<file path="config.mk">
export PLATFORM = sky130hd
export DESIGN_NAME = owb_slot_master
export DESIGN_NICKNAME = d
export VERILOG_FILES = /design/src/rtl/owb_pkg.sv /design/src/rtl/owb_timing_regs.sv /design/src/rtl/owb_slot_fsm.sv /design/src/rtl/owb_slot_master.sv
export SDC_FILE = /design/constraint.sdc
export NUM_CORES = 1
export LEC_CHECK = 0
export CAP_MARGIN = 20
export CORE_AREA = 2 2 225 227
export CTS_BUF_LIST = sky130_fd_sc_hd__clkbuf_2 sky130_fd_sc_hd__clkbuf_4 sky130_fd_sc_hd__clkbuf_8
export DETAILED_ROUTE_END_ITERATION = 10
export DIE_AREA = 0 0 227 229
export DONT_BUFFER_PORTS = 1
export SLEW_MARGIN = 20
export SYNTH_ARGS = -nofsm -noshare
export SYNTH_HDL_FRONTEND = slang
export SYNTH_SLANG_ARGS = --single-unit
</file>
<file path="constraint.sdc">
create_clock -name clk -period 7.4 [get_ports clk]
set_input_delay 0 -clock clk [delete_from_list [all_inputs] [get_ports clk]]
set_output_delay 0 -clock clk [all_outputs]
set_load 0.02 [all_outputs]
</file>
<file path="src/rtl/owb_pkg.sv">
package owb_pkg;

    localparam int TW     = 10;
    localparam int NPAR   = 11;
    localparam int NSPEED = 2;
    localparam int UNBND  = 960;

    typedef logic [TW-1:0] tval_t;
    typedef logic [NPAR-1:0][TW-1:0] tarr_t;

    typedef enum logic [3:0] {
        P_SLOT, P_LOW0, P_LOW1, P_REL, P_REC, P_RDV,
        P_RSTL, P_RSTH, P_PDL, P_PDH, P_LOWR
    } par_e;

    typedef enum logic [1:0] { OP_RESET, OP_WR0, OP_WR1, OP_READ } op_e;
    typedef enum logic [1:0] { PR_FOUND, PR_NONE, PR_SHORT } pres_e;
    typedef enum logic [2:0] { S_IDLE, S_RLOW, S_RHIGH, S_SLOT, S_REC } st_e;

    function automatic tval_t dflt(input logic od, input logic [3:0] idx);
        case (idx)
            P_SLOT: return od ? tval_t'(11) : tval_t'(60);
            P_LOW0: return od ? tval_t'(6)  : tval_t'(60);
            P_LOW1: return tval_t'(1);
            P_REL:  return od ? tval_t'(4)  : tval_t'(45);
            P_REC:  return od ? tval_t'(1)  : tval_t'(15);
            P_RDV:  return od ? tval_t'(2)  : tval_t'(15);
            P_RSTL: return od ? tval_t'(48) : tval_t'(480);
            P_RSTH: return od ? tval_t'(48) : tval_t'(480);
            P_PDL:  return od ? tval_t'(8)  : tval_t'(60);
            P_PDH:  return od ? tval_t'(2)  : tval_t'(60);
            P_LOWR: return tval_t'(1);
            default: return '0;
        endcase
    endfunction

    function automatic tval_t lo_lim(input logic od, input logic [3:0] idx);
        case (idx)
            P_SLOT, P_LOW0: return od ? tval_t'(6) : tval_t'(60);
            P_LOW1, P_REC, P_LOWR: return tval_t'(1);
            P_REL:  return '0;
            P_RDV:  return od ? tval_t'(2)  : tval_t'(15);
            P_RSTL, P_RSTH: return od ? tval_t'(48) : tval_t'(480);
            P_PDL:  return od ? tval_t'(8)  : tval_t'(60);
            P_PDH:  return od ? tval_t'(2)  : tval_t'(15);
            default: return '0;
        endcase
    endfunction

    function automatic tval_t hi_lim(input logic od, input logic [3:0] idx);
        case (idx)
            P_SLOT, P_LOW0: return od ? tval_t'(16) : tval_t'(120);
            P_LOW1, P_LOWR: return od ? tval_t'(2)  : tval_t'(15);
            P_REL:  return od ? tval_t'(4)  : tval_t'(45);
            P_REC, P_RSTH: return tval_t'(UNBND);
            P_RDV:  return od ? tval_t'(2)  : tval_t'(15);
            P_RSTL: return od ? tval_t'(80) : tval_t'(UNBND);
            P_PDL:  return od ? tval_t'(24) : tval_t'(240);
            P_PDH:  return od ? tval_t'(6)  : tval_t'(60);
            default: return '0;
        endcase
    endfunction

endpackage

</file>
<file path="src/rtl/owb_timing_regs.sv">
module owb_timing_regs
    import owb_pkg::*;
(
    input  logic       clk,
    input  logic       rst,
    input  logic       we,
    input  logic       spd,
    input  logic [3:0] sel,
    input  tval_t      val,
    output tval_t      rd,
    output logic       err,
    output tarr_t      set_reg,
    output tarr_t      set_od
);
    logic [NSPEED-1:0][NPAR-1:0][TW-1:0] regs_q;
    logic ok;

    assign ok = (sel < 4'(NPAR)) && (val >= lo_lim(spd, sel)) && (val < hi_lim(spd, sel));

    for (genvar s = 0; s < NSPEED; s++) begin : g_spd
        for (genvar p = 0; p < NPAR; p++) begin : g_par
            always_ff @(posedge clk) begin
                if (rst)
                    regs_q[s][p] <= dflt(s == 1, 4'(p));
                else if (we && ok && (spd == (s == 1)) && (sel == 4'(p)))
                    regs_q[s][p] <= val;
            end
        end
    end

    always_ff @(posedge clk) begin
        if (rst)     err <= 1'b0;
        else if (we) err <= !ok;
    end

    always_comb begin
        rd = '0;
        for (int p = 0; p < NPAR; p++)
            if (sel == 4'(p)) rd = regs_q[spd][p];
    end

    assign set_reg = regs_q[0];
    assign set_od  = regs_q[1];

    assert_reject_hold_R2: assert property (@(posedge clk) disable iff (rst)
        we |=> (err |-> (regs_q == $past(regs_q))));
    assert_rdv_locked_R3: assert property (@(posedge clk) disable iff (rst)
        (regs_q[0][P_RDV] == tval_t'(15)) && (regs_q[1][P_RDV] == tval_t'(2)));
    assert_rec_bound_R4: assert property (@(posedge clk) disable iff (rst)
        (regs_q[0][P_REC] < tval_t'(UNBND)) && (regs_q[1][P_REC] < tval_t'(UNBND)));
endmodule

</file>
<file path="src/rtl/owb_slot_fsm.sv">
module owb_slot_fsm
    import owb_pkg::*;
(
    input  logic       clk,
    input  logic       rst,
    input  logic       tick,
    input  logic       start,
    input  logic [1:0] op_i,
    input  logic       spd_i,
    input  tarr_t      set_reg,
    input  tarr_t      set_od,
    input  logic       bus_in,
    output logic       busy,
    output logic       done,
    output logic       bit_q,
    output logic [1:0] pres,
    output logic       drive_low
);
    st_e   st_q;
    op_e   op_q;
    tarr_t t_q;
    tval_t cnt_q, cnt_nx, low_t;
    logic  seen_q, in_win, win_low;

    assign cnt_nx  = cnt_q + 1'b1;
    assign in_win  = (cnt_q >= t_q[P_PDH]) && (cnt_q < t_q[P_PDH] + t_q[P_PDL]);
    assign win_low = in_win && !bus_in;
    assign busy    = (st_q != S_IDLE);

    always_comb begin
        case (op_q)
            OP_WR0:  low_t = t_q[P_LOW0];
            OP_WR1:  low_t = t_q[P_LOW1];
            default: low_t = t_q[P_LOWR];
        endcase
        case (st_q)
            S_RLOW:  drive_low = 1'b1;
            S_SLOT:  drive_low = (cnt_q < low_t);
            default: drive_low = 1'b0;
        endcase
    end

    always_ff @(posedge clk) begin
        if (rst) begin
            st_q   <= S_IDLE;
            op_q   <= OP_RESET;
            t_q    <= '0;
            cnt_q  <= '0;
            seen_q <= 1'b0;
            done   <= 1'b0;
            bit_q  <= 1'b0;
            pres   <= PR_FOUND;
        end else begin
            done <= 1'b0;
            case (st_q)
                S_IDLE: if (start) begin
                    op_q   <= op_e'(op_i);
                    t_q    <= spd_i ? set_od : set_reg;
                    cnt_q  <= '0;
                    seen_q <= 1'b0;
                    st_q   <= (op_e'(op_i) == OP_RESET) ? S_RLOW : S_SLOT;
                end
                S_RLOW: if (tick) begin
                    if (cnt_nx == t_q[P_RSTL]) begin
                        cnt_q <= '0;
                        st_q  <= S_RHIGH;
                    end else cnt_q <= cnt_nx;
                end
                S_RHIGH: if (tick) begin
                    if (win_low) seen_q <= 1'b1;
                    if (cnt_nx == t_q[P_RSTH]) begin
                        if (!bus_in)                 pres <= PR_SHORT;
                        else if (seen_q || win_low)  pres <= PR_FOUND;
                        else                         pres <= PR_NONE;
                        cnt_q <= '0;
                        st_q  <= S_REC;
                    end else cnt_q <= cnt_nx;
                end
                S_SLOT: if (tick) begin
                    if (op_q == OP_READ && cnt_q == t_q[P_RDV]) bit_q <= bus_in;
                    if (cnt_nx == t_q[P_SLOT]) begin
                        cnt_q <= '0;
                        st_q  <= S_REC;
                    end else cnt_q <= cnt_nx;
                end
                S_REC: if (tick) begin
                    if (cnt_nx == t_q[P_REC]) begin
                        cnt_q <= '0;
                        st_q  <= S_IDLE;
                        done  <= 1'b1;
                    end else cnt_q <= cnt_nx;
                end
                default: st_q <= S_IDLE;
            endcase
        end
    end

    assert_drive_in_op_R5: assert property (@(posedge clk) disable iff (rst)
        drive_low |-> busy);
    assert_done_single_R9: assert property (@(posedge clk) disable iff (rst)
        done |=> !done);
    assert_done_idle_R9: assert property (@(posedge clk) disable iff (rst)
        done |-> !busy);
    assert_start_ignored_R9: assert property (@(posedge clk) disable iff (rst)
        busy |=> ($stable(op_q) && $stable(t_q)));
    assert_pres_code_R7: assert property (@(posedge clk) disable iff (rst)
        pres != 2'd3);
endmodule

</file>
<file path="src/rtl/owb_slot_master.sv">
module owb_slot_master
    import owb_pkg::*;
(
    input  logic          clk,
    input  logic          rst,
    input  logic          us_tick,
    input  logic          cfg_we,
    input  logic          cfg_speed,
    input  logic [3:0]    cfg_sel,
    input  logic [TW-1:0] cfg_val,
    output logic [TW-1:0] cfg_rd,
    output logic          cfg_err,
    input  logic          start,
    input  logic [1:0]    op,
    input  logic          speed,
    output logic          busy,
    output logic          done,
    output logic          bit_out,
    output logic [1:0]    pres,
    output logic          drive_low,
    input  logic          bus_in
);
    tarr_t set_reg, set_od;

    owb_timing_regs u_regs (
        .clk     (clk),
        .rst     (rst),
        .we      (cfg_we),
        .spd     (cfg_speed),
        .sel     (cfg_sel),
        .val     (cfg_val),
        .rd      (cfg_rd),
        .err     (cfg_err),
        .set_reg (set_reg),
        .set_od  (set_od)
    );

    owb_slot_fsm u_fsm (
        .clk       (clk),
        .rst       (rst),
        .tick      (us_tick),
        .start     (start),
        .op_i      (op),
        .spd_i     (speed),
        .set_reg   (set_reg),
        .set_od    (set_od),
        .bus_in    (bus_in),
        .busy      (busy),
        .done      (done),
        .bit_q     (bit_out),
        .pres      (pres),
        .drive_low (drive_low)
    );
endmodule

</file>
# After elaboration in Yosys (flattened, before gate mapping)
# Index checks and enable logic that the tools add are counted.
[word_totals]
ff_bits = 341
[classes]
eq_ne = 32
n_mux = 54
magnitude_cmp = 7
n_addsub = 2
n_reduce_logical = 52
bitwise = 3
[op_table]
columns = ["cell", "count"]
rows = [
  ["$mux 110", 3],
  ["$mux 10", 21],
  ["$pmux 10 s5", 2],
  ["$pmux 10 s7", 1],
  ["$eq 10x10->1", 5],
  ["$logic_and 1x1->1", 30],
  ["$lt 10x10->1", 3],
  ["$mux 3", 9],
  ["$ge 10x10->1", 2],
  ["$pmux 10 s2", 1],
  ["$mux 6", 3],
  ["$eq 4x3->1 const B", 4],
  ["$pmux 3 s5", 1],
  ["$eq 4x4->1 const B", 3],
  ["$add 10x1->10 const B", 1],
  ["$add 10x10->10", 1],
  ["$ne 2x1->1 const B", 5],
  ["$ne 2x2->1 const B", 5],
  ["$mux 9", 1],
  ["$reduce_and 9->1", 1],
  ["$reduce_or 3->1", 3],
  ["$eq 4x2->1 const B", 2],
  ["$mux 8", 1],
  ["$reduce_or 2->1", 4],
  ["26 further kinds", 38],
]

# Logic depth before layout (Yosys ltp)
[depth]
word_depth = 13
depth_mapped = 20
depth_no_buf = 16

# Cells and area by module
# Synthesis repeated with hierarchy kept, for this count alone.
[hier_totals]
hier_cells = 1978
area_unflattened_um2 = 18778.0
[by_module_without_submodules]
columns = ["mod", "seq_area_each_um2", "n_inst", "area_per_inst_um2", "cells_each"]
rows = [
  ["owb_timing_regs", 4424.2, 1, 10929.2, 1081],
  ["owb_slot_fsm", 2402.3, 1, 7848.8, 897],
]

# Worst setup path after synthesis
# Ideal clock, no wire load.
[synth_path]
path_kind = "in2reg"
from = "input cfg_sel[0]"
to = "register u_regs.regs_q, in the netlist u_regs.set_od[52]"
path_buffers = 6
arrival_time_ns = 3.695
required_ns = 7.272
path_stages = 20
path_slack_ns = 3.577
cell_sequence = "buf_1 > clkbuf_1 > clkbuf_1 > clkbuf_1 > a21oi_1 > a21oi_1 > nand2_1 > nand2_1 > ha_1 > nand2b_1 > a21o_1 > a21oi_1 > o21ai_0 > o211a_1 > and3_1 > buf_2 > nand3_1 > buf_1 > mux2i_1 > nor2_1"
[synth_via]
elab_chain_cells = 9
elab_cells_between_ends = 27
[synth_rtl]
columns = ["element", "line", "source"]
rows = [
  ["start: declaration", "owb_slot_master.sv:9", "input logic [3:0] cfg_sel,"],
  ["$eq 4x3->1 (tied with other cells)", "owb_pkg.sv:38, owb_pkg.sv:51", ""],
  ["$reduce_or 3->1 (tied with other cells)", "owb_pkg.sv:38", "case (idx)"],
  ["$pmux 10 s5", "owb_pkg.sv:38", ""],
  ["$ge 10x10->1", "owb_timing_regs.sv:18", "assign ok = (sel < 4'(NPAR)) && (val >= lo_lim(spd, sel)) && (val < hi_lim(spd, sel));"],
  ["$logic_and 1x1->1 (2 in a row)", "owb_timing_regs.sv:18", ""],
  ["$logic_and 1x1->1 (2 in a row)", "owb_timing_regs.sv:25", "else if (we && ok && (spd == (s == 1)) && (sel == 4'(p)))"],
  ["$logic_and 1x1->1 (*)", "owb_timing_regs.sv:25", ""],
  ["end signal: indexed assignment", "owb_timing_regs.sv:24", "regs_q[s][p] <= dflt(s == 1, 4'(p));"],
  ["end signal: indexed assignment", "owb_timing_regs.sv:26", "regs_q[s][p] <= val;"],
  ["end: declaration", "owb_timing_regs.sv:15", "logic [NSPEED-1:0][NPAR-1:0][TW-1:0] regs_q;"],
]
# Every way passes the cells marked *; elsewhere a longest branch is shown, timed or not.
# A chain may end at the register's enable or synchronous reset.

# Final worst setup path
[layout_path]
from = "input cfg_sel[1]"
to = "register u_regs.regs_q, in the netlist u_regs.set_reg[88]"
[layout_via]
elab_chain_cells = 9
elab_cells_between_ends = 27
[layout_rtl]
columns = ["element", "line"]
rows = [
  ["$eq 4x3->1 (tied with other cells)", "owb_pkg.sv:38, owb_pkg.sv:51"],
  ["$reduce_or 3->1 (tied with other cells)", "owb_pkg.sv:38"],
  ["$pmux 10 s5", "owb_pkg.sv:38"],
  ["$ge 10x10->1", "owb_timing_regs.sv:18"],
  ["$logic_and 1x1->1 (2 in a row)", "owb_timing_regs.sv:18"],
  ["$logic_and 1x1->1 (2 in a row)", "owb_timing_regs.sv:25"],
  ["$logic_and 1x1->1 (*)", "owb_timing_regs.sv:25"],
]
# Marks and branches as above.

==> flow_metrics.env <==
export IMPL_crit_chain="dlygate4sd3_1 -> nor2_1 -> dlygate4sd3_1 -> nand2_1 -> nor2_1 -> nor2_1 -> ha_1 -> o21a_1 -> o2111ai_1 -> a21o_1 -> nand3_1 -> nor2_2 -> mux2i_1 -> dlygate4sd3_1 -> nor2_1"
export IMPL_setup_viol=0
export IMPL_finalPower_uw=5230
export IMPL_critPathCapture="u_regs.set_reg[88]$_SDFFE_PP0P_"
export IMPL_synth_nets=2143
export IMPL_hold_ws_ns=-0.000402
export IMPL_wl_um=58300
export IMPL_cts_sinks=341
export IMPL_row_count=82
export IMPL_cp_num_buf_inv=3
export IMPL_worstSetupEndpointType="flip-flop"
export IMPL_synth_top_family_by_area="multiplexers"
export IMPL_cts_inserted_buffers=58
export IMPL_postCtsSetupBuffers=0
export IMPL_netlist_area_sq_um=18200
export IMPL_vias=15200
export IMPL_yosysTopAreaCell="dfxtp_1"
export IMPL_synth_mux_area_share_pct=19.8
export IMPL_cts_max_level=2
export IMPL_synth_flop_cell="dfxtp_1"
export IMPL_synth_top_area_share_pct=37.6
export IMPL_slew_headroom_pct=24.9
export IMPL_yosysMostFrequentCell="nor2_1"
export IMPL_via_per_inst=5.60
export IMPL_syn2layout_area_growth_pct=11.7
export IMPL_dp_final_hpwl_um=38000
export IMPL_cp_start_kind="input port"
export IMPL_status="finished, violations left"
export IMPL_synthArstFlopShare_pct=0
export IMPL_max_slew_worst_pin_slew_ns=1.12
export IMPL_grt_pass1_wl_um=88400
export IMPL_synthCells=2059
export IMPL_drc_errors=0
export IMPL_io_buffers=0
export IMPL_cts_root_buf="clkbuf_8"
export IMPL_yosys_warnings=0
export IMPL_fp_coreArea_sq_um=49700
export IMPL_path_clk_slew_ns=0.06
export IMPL_rsz0062_at_grt="false"
export IMPL_pin_count=41
export IMPL_crit_path_max_incr_delay_ns=0.87
export IMPL_grt_pass1_vias=14100
export IMPL_initial_core_util_pct=36.6
export IMPL_max_freq_mhz=199
export IMPL_synth_area_per_cell_sq_um=8.82
export IMPL_critical_path_max_fanout=19
export IMPL_ff2ff_setup_slack_ns=3.39
export IMPL_clk_path_buf_depth=3
export IMPL_r2r_start="u_fsm.cnt_q[6]$_SDFFE_PP0P_"
export IMPL_layout_min_cycle_time_ns=5.02
export IMPL_final_antenna_net_count=0
export IMPL_min_from="speed"
export IMPL_cts_tree="yes"
export IMPL_cpMostUsedCell="nor2_1"
export IMPL_cp_required_ns=7.93
export IMPL_wl_per_cell_um=21.5
export IMPL_critPathKind="input port to flip-flop"
export IMPL_synth_simple_area_share_pct=15.0
export IMPL_violations="hold timing"
export IMPL_overflow=0
export IMPL_post_route_period_util_pct=67.9
export IMPL_hold_buffers=43
export IMPL_synth_xor_area_share_pct=2.90
export IMPL_synth_area_leaders="dfxtp_1 38%, mux2i_1 18%, nor2_1 7.4%, a211oi_1 4.6%, ha_1 4.1%"
export IMPL_critPathTopFamily="simple AND/OR/NAND/NOR gates"
export IMPL_startpoint="cfg_sel[1]"
export IMPL_irDropWorstVdd_mv=0.148
export IMPL_antenna_found_initial=1
export IMPL_p_leak_uw=0.00811
export IMPL_reg2reg_depth=10
export IMPL_grt_max_degree=351
export IMPL_die_x_um=227
export IMPL_fin_skew_ns=0.0206
export IMPL_r2r_end="u_fsm.cnt_q[3]$_SDFFE_PP0P_"
export IMPL_cellPowerDensity_nw_per_um2=258
export IMPL_cp_depth=15
export IMPL_yosys_area_share_adder_pct=4.18
export IMPL_synth_cell_types=80
export IMPL_dieHeight_um=229
export IMPL_drive_gt1_share_pct=8.33
export IMPL_track_usage_pct=22.2
export IMPL_routabilityCongestion=0.874
export IMPL_synth_compound_area_share_pct=15.8
export IMPL_maxCapViolCount=0
export IMPL_n_fill_cell=4970
export IMPL_slew_violations=0
export IMPL_ys_top_cells_by_count="358 x nor2_1, 341 x dfxtp_1, 334 x mux2i_1"
export IMPL_first_pass_iters=5
export IMPL_critical_path_arrival_ns=5.55
export IMPL_critPathSlowestCell="nor2_2"
export IMPL_cts_resized=0
export IMPL_dr_first_iter_drc_count=1417
export IMPL_min_path_type="input port to flip-flop"
export IMPL_final_hold_violation_count=1
export IMPL_dieArea_sq_um=52000
export IMPL_clk_latency_ns=0.67
export IMPL_synth_seq_cells=341
export IMPL_yosysSeqAreaShare_pct=37.6
export IMPL_fin_setup_tns_ns=0
export IMPL_synth_edf_count=0
export IMPL_fin_nets=2084
==> worst min-delay path by stage <==
stage                                            to  slack, ns  cells past startpoint
floorplan                   u_regs.err$_SDFFE_PP0P_       0.14                      1
global placement     u_regs.set_od[83]$_SDFFE_PP1P_       0.14                      2
detailed placement          u_regs.err$_SDFFE_PP0P_       0.14                      1
CTS                      u_fsm.t_q[77]$_SDFFE_PP0P_       0.01                      3
global route        u_regs.set_reg[84]$_SDFFE_PP1P_       0.04                      4
finish                   u_fsm.t_q[77]$_SDFFE_PP0P_    -0.0004                      3
==> metrics by stage <==
stage | instance area [sq um] | setup slack (ns) | cells | utilization, %
6_report | 20300 | 2.38 | 2715 | 40.8
5_1_grt | 20300 | 2.17 | 2715 | 40.8
4_1_cts | 20200 | 2.34 | 2711 | 40.7
3_5_place_dp | 18400 | 3.04 | 2566 | 37.0
3_3_place_gp | 18400 | 3.18 | 2566 | 37.0
2_1_floorplan | 18200 | 3.58 | 2059 | -
==> cell usage in the layout (no fill, tap or decap), types with 8 or more instances in the layout <==
cell type / instances
a211oi_1: 112
nor2b_1: 14
clkbuf_4: 14
clkbuf_8: 77
mux2i_1: 334
and3_1: 9
xnor2_1: 29
ha_1: 59
nand2b_1: 12
buf_4: 12
nand3_1: 26
nor3_1: 56
or4_1: 9
dfxtp_1: 341
mux2_2: 8
nand2_1: 56
inv_1: 31
a22oi_1: 20
a21oi_1: 141
a31oi_1: 11
o21ai_0: 72
nor2_1: 352
o22ai_1: 15
a221oi_1: 11
xor2_1: 26
o211ai_1: 10
and2_1: 9
dlygate4sd3_1: 36
==> worst register-to-register path, delay by kind of cell, from the launching register on <==
family	cells	cell delay, ns
simple gates	6	1.86
xor+xnor	2	0.45
compound gates	1	0.14
flops	1	0.96
buf+inv	1	0.55
==> layer usage <==
metal	up-vias	GRT usage, %	share of wire, %
met4	0	7.25	2.9
li1	7273	-	-
met3	99	3.35	7.0
met2	541	33.4	44
met5	-	0	0
met1	7303	32.4	46
==> cells by family (layout without fill, tap and decap cells) <==
logic type,after synthesis,after routing
adders and majority gates,60,60
DFF,341,341
other,0,1
and+or+nand+nor,595,595
buffers and inverters,210,193
muxes,350,350
AOI/OAI and AO/OA,446,446
xor gates and xnor gates,57,57
==> power breakdown <==
group          leakage (uW)  switching [uW]  total [uW]  internal, uW
sequential          0.00277             157        2170          2010
clock              0.000688             803        1900          1100
combinational       0.00465             701        1160           456
==> cell type report <==
type	count	area, sq um	share of cell area, %
inverter	32	120	0.592
sequential	341	6830	33.7
clock buffer	91	1160	5.74
multi-input combinational	1508	10500	51.9
tap	672	841	4.15
clock inverter	11	133	0.654
antenna	1	2.50	0.0123
timing repair buffer	59	669	3.30
Note: power is estimated with default switching activity, not from simulation.
